$ cat config.mk
export PLATFORM = sky130hd
export DESIGN_NAME = eprog_seq
export DESIGN_NICKNAME = d
export VERILOG_FILES = /design/src/rtl/eprog_pkg.sv /design/src/rtl/eprog_tmr.sv /design/src/rtl/eprog_byte_chk.sv /design/src/rtl/eprog_seq.sv
export SDC_FILE = /design/constraint.sdc
export NUM_CORES = 1
export LEC_CHECK = 0
export ABC_AREA = 1
export CAP_MARGIN = 40
export CORE_MARGIN = 2
export CORE_UTILIZATION = 52
export CTS_CLUSTER_SIZE = 12
export DETAILED_ROUTE_END_ITERATION = 8
export HOLD_SLACK_MARGIN = 0.12
export PLACE_DENSITY = 0.91
export REMOVE_ABC_BUFFERS = 1
export SLEW_MARGIN = 20
export SYNTH_ARGS = -nofsm -noshare
export SYNTH_HDL_FRONTEND = slang
export SYNTH_SLANG_ARGS = --single-unit
export TNS_END_PERCENT = 50
$ cat constraint.sdc
create_clock -name clk -period 3.5 [get_ports clk]
set_input_delay 0.525 -clock clk [delete_from_list [all_inputs] [get_ports clk]]
set_output_delay 0.525 -clock clk [all_outputs]
set_load 0.02 [all_outputs]
$ cat src/rtl/eprog_pkg.sv
package eprog_pkg;

    typedef enum logic [3:0] {
        ST_IDLE,
        ST_VCC_UP,
        ST_VPP_UP,
        ST_BLANK,
        ST_SETUP,
        ST_PULSE,
        ST_HOLD,
        ST_VERIFY,
        ST_VPP_DN,
        ST_VCC_DN,
        ST_RDBACK
    } eprog_state_e;

    localparam logic [1:0] RES_NONE    = 2'd0;
    localparam logic [1:0] RES_PASS    = 2'd1;
    localparam logic [1:0] RES_DEVFAIL = 2'd2;
    localparam logic [1:0] RES_UNPROG  = 2'd3;

endpackage

$ cat src/rtl/eprog_tmr.sv
// Down counter: a load of N-1 makes zero appear N cycles later.
module eprog_tmr #(
    parameter int W = 8
) (
    input  logic         clk,
    input  logic         rst_n,
    input  logic         load,
    input  logic [W-1:0] val,
    output logic         zero
);
    logic [W-1:0] cnt_d, cnt_q;

    always_comb begin
        cnt_d = cnt_q;
        if (load)
            cnt_d = val;
        else if (cnt_q != '0)
            cnt_d = cnt_q - 1'b1;
    end

    always_ff @(posedge clk or negedge rst_n) begin
        if (!rst_n) cnt_q <= '0;
        else        cnt_q <= cnt_d;
    end

    assign zero = (cnt_q == '0);
endmodule

$ cat src/rtl/eprog_byte_chk.sv
// Compares device contents against a target byte.
module eprog_byte_chk #(
    parameter int DATA_W = 8
) (
    input  logic [DATA_W-1:0] cur,
    input  logic [DATA_W-1:0] tgt,
    output logic              same,
    output logic              blocked
);
    // a target 1 over a stored 0 can never be reached by programming
    assign same    = (cur == tgt);
    assign blocked = |(tgt & ~cur);
endmodule

$ cat src/rtl/eprog_seq.sv
module eprog_seq
    import eprog_pkg::*;
#(
    parameter int ADDR_W     = 15,
    parameter int DATA_W     = 8,
    parameter int CLK_MHZ    = 125,
    parameter int PULSE_US   = 100,
    parameter int SETUP_US   = 1,
    parameter int HOLD_US    = 1,
    parameter int SUP_US     = 1,
    parameter int ACC_NS     = 250,
    parameter int MAX_PULSES = 25,
    parameter int PCNT_W     = $clog2(MAX_PULSES + 1)
) (
    input  logic              clk,
    input  logic              rst_n,
    input  logic              start,
    input  logic [ADDR_W-1:0] last_addr,
    output logic [ADDR_W-1:0] buf_addr,
    input  logic [DATA_W-1:0] buf_data,
    output logic [ADDR_W-1:0] rom_addr,
    output logic [DATA_W-1:0] rom_dout,
    output logic              rom_dout_en,
    input  logic [DATA_W-1:0] rom_din,
    output logic              rom_ce_n,
    output logic              rom_oe_n,
    output logic              vcc_prog_sel,
    output logic              vpp_prog_sel,
    output logic              busy,
    output logic              done,
    output logic [1:0]        result,
    output logic [ADDR_W-1:0] cur_addr,
    output logic [PCNT_W-1:0] pulse_cnt,
    output logic [ADDR_W-1:0] fail_addr
);
    localparam int PULSE_CYC = PULSE_US * CLK_MHZ;
    localparam int SETUP_CYC = (SETUP_US * CLK_MHZ < 1) ? 1 : SETUP_US * CLK_MHZ;
    localparam int HOLD_CYC  = (HOLD_US * CLK_MHZ < 1) ? 1 : HOLD_US * CLK_MHZ;
    localparam int SUP_CYC   = (SUP_US * CLK_MHZ < 1) ? 1 : SUP_US * CLK_MHZ;
    localparam int READ_CYC  = (ACC_NS * CLK_MHZ + 999) / 1000 + 1;
    localparam int TMAX      = (PULSE_CYC > SUP_CYC) ? PULSE_CYC : SUP_CYC;
    localparam int TW        = $clog2(TMAX + 1);

    typedef struct packed {
        eprog_state_e      st;
        logic [ADDR_W-1:0] addr;
        logic [PCNT_W-1:0] pcnt;
        logic [DATA_W-1:0] dout;
        logic [1:0]        res;
        logic [ADDR_W-1:0] faddr;
        logic              done;
        logic              err;
        logic              vcc;
        logic              vpp;
        logic              ce_n;
        logic              oe_n;
        logic              doe;
    } seq_s;

    seq_s s_d, s_q;

    logic          tmr_load;
    logic [TW-1:0] tmr_val;
    logic          tmr_zero;

    eprog_tmr #(.W(TW)) u_tmr (
        .clk   (clk),
        .rst_n (rst_n),
        .load  (tmr_load),
        .val   (tmr_val),
        .zero  (tmr_zero)
    );

    logic [DATA_W-1:0] cmp_tgt;
    logic              cmp_same, cmp_blocked;

    assign cmp_tgt = (s_q.st == ST_VERIFY) ? s_q.dout : buf_data;

    eprog_byte_chk #(.DATA_W(DATA_W)) u_cmp (
        .cur     (rom_din),
        .tgt     (cmp_tgt),
        .same    (cmp_same),
        .blocked (cmp_blocked)
    );

    logic at_last;
    assign at_last = (s_q.addr == last_addr);

    always_comb begin
        s_d      = s_q;
        tmr_load = 1'b0;
        tmr_val  = '0;
        unique case (s_q.st)
            ST_IDLE: if (start) begin
                s_d.addr  = '0;
                s_d.pcnt  = '0;
                s_d.res   = RES_NONE;
                s_d.faddr = '0;
                s_d.done  = 1'b0;
                s_d.err   = 1'b0;
                s_d.st    = ST_VCC_UP;
                tmr_load  = 1'b1;
                tmr_val   = TW'(SUP_CYC - 1);
            end
            ST_VCC_UP: if (tmr_zero) begin
                s_d.st   = ST_VPP_UP;
                tmr_load = 1'b1;
                tmr_val  = TW'(SUP_CYC - 1);
            end
            ST_VPP_UP: if (tmr_zero) begin
                s_d.st   = ST_BLANK;
                tmr_load = 1'b1;
                tmr_val  = TW'(READ_CYC - 1);
            end
            ST_BLANK: if (tmr_zero) begin
                s_d.dout = buf_data;
                tmr_load = 1'b1;
                if (cmp_blocked) begin
                    s_d.res   = RES_UNPROG;
                    s_d.faddr = s_q.addr;
                    s_d.err   = 1'b1;
                    s_d.st    = ST_VPP_DN;
                    tmr_val   = TW'(SUP_CYC - 1);
                end else if (cmp_same) begin
                    if (at_last) begin
                        s_d.st  = ST_VPP_DN;
                        tmr_val = TW'(SUP_CYC - 1);
                    end else begin
                        s_d.addr = s_q.addr + 1'b1;
                        s_d.pcnt = '0;
                        tmr_val  = TW'(READ_CYC - 1);
                    end
                end else begin
                    s_d.st  = ST_SETUP;
                    tmr_val = TW'(SETUP_CYC - 1);
                end
            end
            ST_SETUP: if (tmr_zero) begin
                s_d.st   = ST_PULSE;
                s_d.pcnt = s_q.pcnt + 1'b1;
                tmr_load = 1'b1;
                tmr_val  = TW'(PULSE_CYC - 1);
            end
            ST_PULSE: if (tmr_zero) begin
                s_d.st   = ST_HOLD;
                tmr_load = 1'b1;
                tmr_val  = TW'(HOLD_CYC - 1);
            end
            ST_HOLD: if (tmr_zero) begin
                s_d.st   = ST_VERIFY;
                tmr_load = 1'b1;
                tmr_val  = TW'(READ_CYC - 1);
            end
            ST_VERIFY: if (tmr_zero) begin
                tmr_load = 1'b1;
                if (cmp_same) begin
                    if (at_last) begin
                        s_d.st  = ST_VPP_DN;
                        tmr_val = TW'(SUP_CYC - 1);
                    end else begin
                        s_d.addr = s_q.addr + 1'b1;
                        s_d.pcnt = '0;
                        s_d.st   = ST_BLANK;
                        tmr_val  = TW'(READ_CYC - 1);
                    end
                end else if (s_q.pcnt == PCNT_W'(MAX_PULSES)) begin
                    s_d.res   = RES_DEVFAIL;
                    s_d.faddr = s_q.addr;
                    s_d.err   = 1'b1;
                    s_d.st    = ST_VPP_DN;
                    tmr_val   = TW'(SUP_CYC - 1);
                end else begin
                    s_d.st  = ST_SETUP;
                    tmr_val = TW'(SETUP_CYC - 1);
                end
            end
            ST_VPP_DN: if (tmr_zero) begin
                s_d.st   = ST_VCC_DN;
                tmr_load = 1'b1;
                tmr_val  = TW'(SUP_CYC - 1);
            end
            ST_VCC_DN: if (tmr_zero) begin
                if (s_q.err) begin
                    s_d.st   = ST_IDLE;
                    s_d.done = 1'b1;
                end else begin
                    s_d.addr = '0;
                    s_d.st   = ST_RDBACK;
                    tmr_load = 1'b1;
                    tmr_val  = TW'(READ_CYC - 1);
                end
            end
            ST_RDBACK: if (tmr_zero) begin
                if (!cmp_same) begin
                    s_d.res   = RES_DEVFAIL;
                    s_d.faddr = s_q.addr;
                    s_d.st    = ST_IDLE;
                    s_d.done  = 1'b1;
                end else if (at_last) begin
                    s_d.res  = RES_PASS;
                    s_d.st   = ST_IDLE;
                    s_d.done = 1'b1;
                end else begin
                    s_d.addr = s_q.addr + 1'b1;
                    tmr_load = 1'b1;
                    tmr_val  = TW'(READ_CYC - 1);
                end
            end
            default: s_d.st = ST_IDLE;
        endcase

        // strobes and supply selects follow the state being entered
        s_d.vcc  = s_d.st inside {ST_VCC_UP, ST_VPP_UP, ST_BLANK, ST_SETUP,
                                  ST_PULSE, ST_HOLD, ST_VERIFY, ST_VPP_DN};
        s_d.vpp  = s_d.st inside {ST_VPP_UP, ST_BLANK, ST_SETUP, ST_PULSE,
                                  ST_HOLD, ST_VERIFY};
        s_d.ce_n = !(s_d.st inside {ST_PULSE, ST_RDBACK});
        s_d.oe_n = !(s_d.st inside {ST_BLANK, ST_VERIFY, ST_RDBACK});
        s_d.doe  = s_d.st inside {ST_SETUP, ST_PULSE, ST_HOLD};
    end

    always_ff @(posedge clk or negedge rst_n) begin
        if (!rst_n) begin
            s_q      <= '0;
            s_q.st   <= ST_IDLE;
            s_q.ce_n <= 1'b1;
            s_q.oe_n <= 1'b1;
        end else begin
            s_q <= s_d;
        end
    end

    assign buf_addr     = s_q.addr;
    assign rom_addr     = s_q.addr;
    assign rom_dout     = s_q.dout;
    assign rom_dout_en  = s_q.doe;
    assign rom_ce_n     = s_q.ce_n;
    assign rom_oe_n     = s_q.oe_n;
    assign vcc_prog_sel = s_q.vcc;
    assign vpp_prog_sel = s_q.vpp;
    assign busy         = (s_q.st != ST_IDLE);
    assign done         = s_q.done;
    assign result       = s_q.res;
    assign cur_addr     = s_q.addr;
    assign pulse_cnt    = s_q.pcnt;
    assign fail_addr    = s_q.faddr;
endmodule

==> results.toml <==
[outcome]
run_status = "finished clean"

[timing]
setup_viol = 0
grt_setup_unrepaired = "no"
timing_worst_slew_pin_value_ns = 0.6799
tns_ns = 0
post-route-min-period_ns = 3.123
finalClockSkew_ns = 0.01177
timing.max_slew.rel_slack_pct = 54.67
peak_clock_frequency_supported_by_timing_mhz = 320.2
timing_max_transition_violations_final = 0
fin_crit_sh_pct = 89.24
hold_violations = 0

[global_route]
first_global_vias = 4442
grt_first_pass_wirelength_um = 20600
global_route.usage.total_pct = 22.98
grt_start_max_net_pins = 42
overflow = 0
number_of_antenna_violations_at_the_first_check_in_global_routing = 0

[power]
p_int_mw = 2.040
netSwitchingPower_mw = 1.490
power_density_nw_per_um2 = 571.2
power.clock.fraction_pct = 22.5
max-vdd-ir-drop_v = 0.0004961
power.combinational.fraction_pct = 46.0
leakage_nw = 2.921
power_frac_seq_pct = 31.5
switching_share_pct = 42.21
design_power_total_mw = 3.529

[synth]
post_synth_fa_ha_maj_area_fraction_pct = 2.900
synth_compound_gate_area_share_pct = 10.63
synthDistinctLibCells = 40
synthesis.area_um2 = 5177
synth_top_area_cell = "dfrtp_1"
number_of_warnings_reported_in_the_yosys_synthesis_log = 0
average_cell_area_after_synthesis_um2 = 6.894
sequential_area_share_after_synthesis_pct = 33.88
ys_ff_latch = 70
largest_family_of_logic_cells_by_synthesized_area = "simple AND/OR/NAND/NOR gates"
post-synth-top-area-fraction_pct = 32.87
post_synth_and_or_nand_nor_area_fraction_pct = 29.82
synth_area_leaders = "dfrtp_1 (33%), nand2_1 (12%), buf_4 (11%)"
netlist_instances = 751
multiplexer_fraction_of_the_synthesized_cell_area_pct = 0.2175
synth_xor_area_share_pct = 1.861

[worst_setup_path]
cp.required_ns = 3.74
crit_arrival_ns = 3.37
crit_path_max_fanout = 22
endpoint_kind = "register"
crit_path_start_kind = "register"
path_class = "reg -> reg"

[floorplan]
initial_core_util_pct = 53.22
core_um2 = 9729
dieWidth_um = 103.8
boundaryPins = 116
rows = 36
die_area_um2 = 10770
die_height_um = 103.8

[cells_and_area]
finalNonFillerCells = 933
area_delta_synth_final_pct = 19.33
layout_common_cells = "nand2_1 (167), clkdlybuf4s50_1 (114), inv_1 (113)"
layout-drive-gt1-share_pct = 7.750
final_core_util_pct = 63.50
leading_cell_type_in_the_layout_fill_and_taps_excluded = "nand2_1"
nNetsFinal = 841
n_antenna_cell = 0

[clock_tree]
sink_count_of_the_clock_tree = 70
clk_pin_slew_worst_paths_ns = 0.08
htreeDepth = 3
cts_buffer_depth = 2
postCtsSetupBuffers = 0
cts_resized = 0
numCtsBuffers = 9
clock_tree_from_tritoncts = "done"
holdBufCountCts = 0
root_buffer = "clkbuf_8"
worst_skew_pair.late_latency_ns = 0.35

[route]
residual_drc = 0
drtIter0Drc = 381
wire_per_inst_um = 13.02
antenna_violating_nets_post_route = 0
dr.pass1.iters = 5
detailroute.via_count = 4825
postRouteWirelength_um = 12150
vias_per_cell = 5.171

[min_path]
hold_path_class = "in -> async"

[place]
place.detailed.hpwl_um = 9270
placed_cells_incl_taps = 917
port_buffers = 115
finalWeightedCongestion = 0.9608

[flow_run]
max-cap-violations = 0
-- critical path, stage by stage, from the launching register on --
cell	delay (ns)
dfrtp_1	0.44
inv_1	0.15
nor2_2	0.15
inv_2	0.07
nor2_2	0.09
buf_6	0.19
o21ai_0	0.11
ha_1	0.20
nor2_1	0.12
nand2_1	0.07
o21ai_0	0.29
nand4_1	0.13
nor2_1	0.21
nand3b_4	0.22
inv_1	0.17
nand2_2	0.14
nor2_1	0.11
nand2_1	0.05
nand3_1	0.07
inv_1	0.04
-- per-layer routing --
layer	part of all wire (%)	wire length (um)	vias up	GRT usage, %
met5	0	0	-	0
met2	49	5923	215	39.12
met4	1.1	138	0	6.274
met3	7.2	880	23	5.035
met1	43	5208	2215	29.61
li1	-	-	2372	-
-- path summary, 6_finish.rpt --
kind                             startpoint       endpoint  slack [ns]  cells past startpoint
worst max register to register      s_q[54]   buf_addr[10]        0.38                     19
min in group clk                rom_dout[4]    rom_dout[4]        0.52                      2
worst min register to register  rom_dout[4]    rom_dout[4]        0.52                      2
max in group asynchronous             rst_n    rom_dout[7]        2.63                      2
worst min-delay path                  rst_n  fail_addr[10]        0.21                      1
worst max-delay path                s_q[54]   buf_addr[10]        0.38                     19
-- cell families (layout without fill, tap and decap cells) --
group / Yosys count / after routing
fa+ha+maj: 12 / 12
simple gates: 350 / 350
compound gates: 101 / 101
buf+inv: 206 / 255
xor+xnor: 11 / 11
flops: 70 / 70
mux: 1 / 1
-- power groups by stage --
stage	Clock, mW	Sequential, mW	Combinational, mW
2_1_floorplan	0	1.19	1.00
3_3_place_gp	0	1.12	1.53
3_5_place_dp	0	1.12	1.59
4_1_cts	0.810	1.11	1.60
5_1_grt	0.849	1.13	1.82
6_report	0.796	1.11	1.62
-- state kept, by name (all words and copies together) (netlist names) --
name	cells
rom_ce_n	1
done	1
rom_dout_en	1
result	2
vcc_prog_sel	1
u_tmr.cnt_q	14
pulse_cnt	5
rom_oe_n	1
rom_dout	8
fail_addr	15
buf_addr	15
s_q	5
vpp_prog_sel	1
-- Yosys cell counts --
cell type	number
a22oi_2	2
nor3_1	14
nand2_1	167
nor3_2	2
and3_1	2
o211ai_1	2
a21oi_1	20
nor2_2	6
or2_2	5
xnor2_1	3
a22oi_1	1
inv_1	113
a21oi_2	1
o21ai_0	57
inv_2	7
nand3_1	39
o21a_1	2
nand3b_1	4
nor3b_1	1
o31ai_1	2
mux2_2	1
buf_4	75
nand3b_2	1
nand2_2	7
nor2_4	4
nor3_4	2
clkbuf_1	2
ha_1	12
clkinv_1	1
buf_2	7
dfstp_2	2
xor2_1	8
nand4_1	8
buf_6	1
nor2_1	88
a31oi_1	1
a2111oi_0	1
o22ai_1	3
dfrtp_1	68
o21ai_1	9
-- metrics by stage --
step           setup WS [ns]  cell area (um2)  hold WS, ns
6_report              0.3765             6178       0.2143
5_1_grt             0.008266             6178       0.2576
4_1_cts               0.2304             6161       0.2313
3_5_place_dp          0.2483             5916       0.5035
3_3_place_gp          0.2451             5901       0.4992
2_1_floorplan         0.5704             4561       0.2294
-- cell type report --
| cell class | count | area (um2) |
|---|---|---|
| fill | 844 | 3551 |
| sequential | 70 | 1754 |
| clock inverter | 7 | 121.4 |
| tap | 133 | 166.4 |
| multi-input combinational | 475 | 2366 |
| clock buffer | 9 | 123.9 |
| inverter | 121 | 454.2 |
| timing repair buffer | 118 | 1192 |
Power figures use the tool's default switching activity.
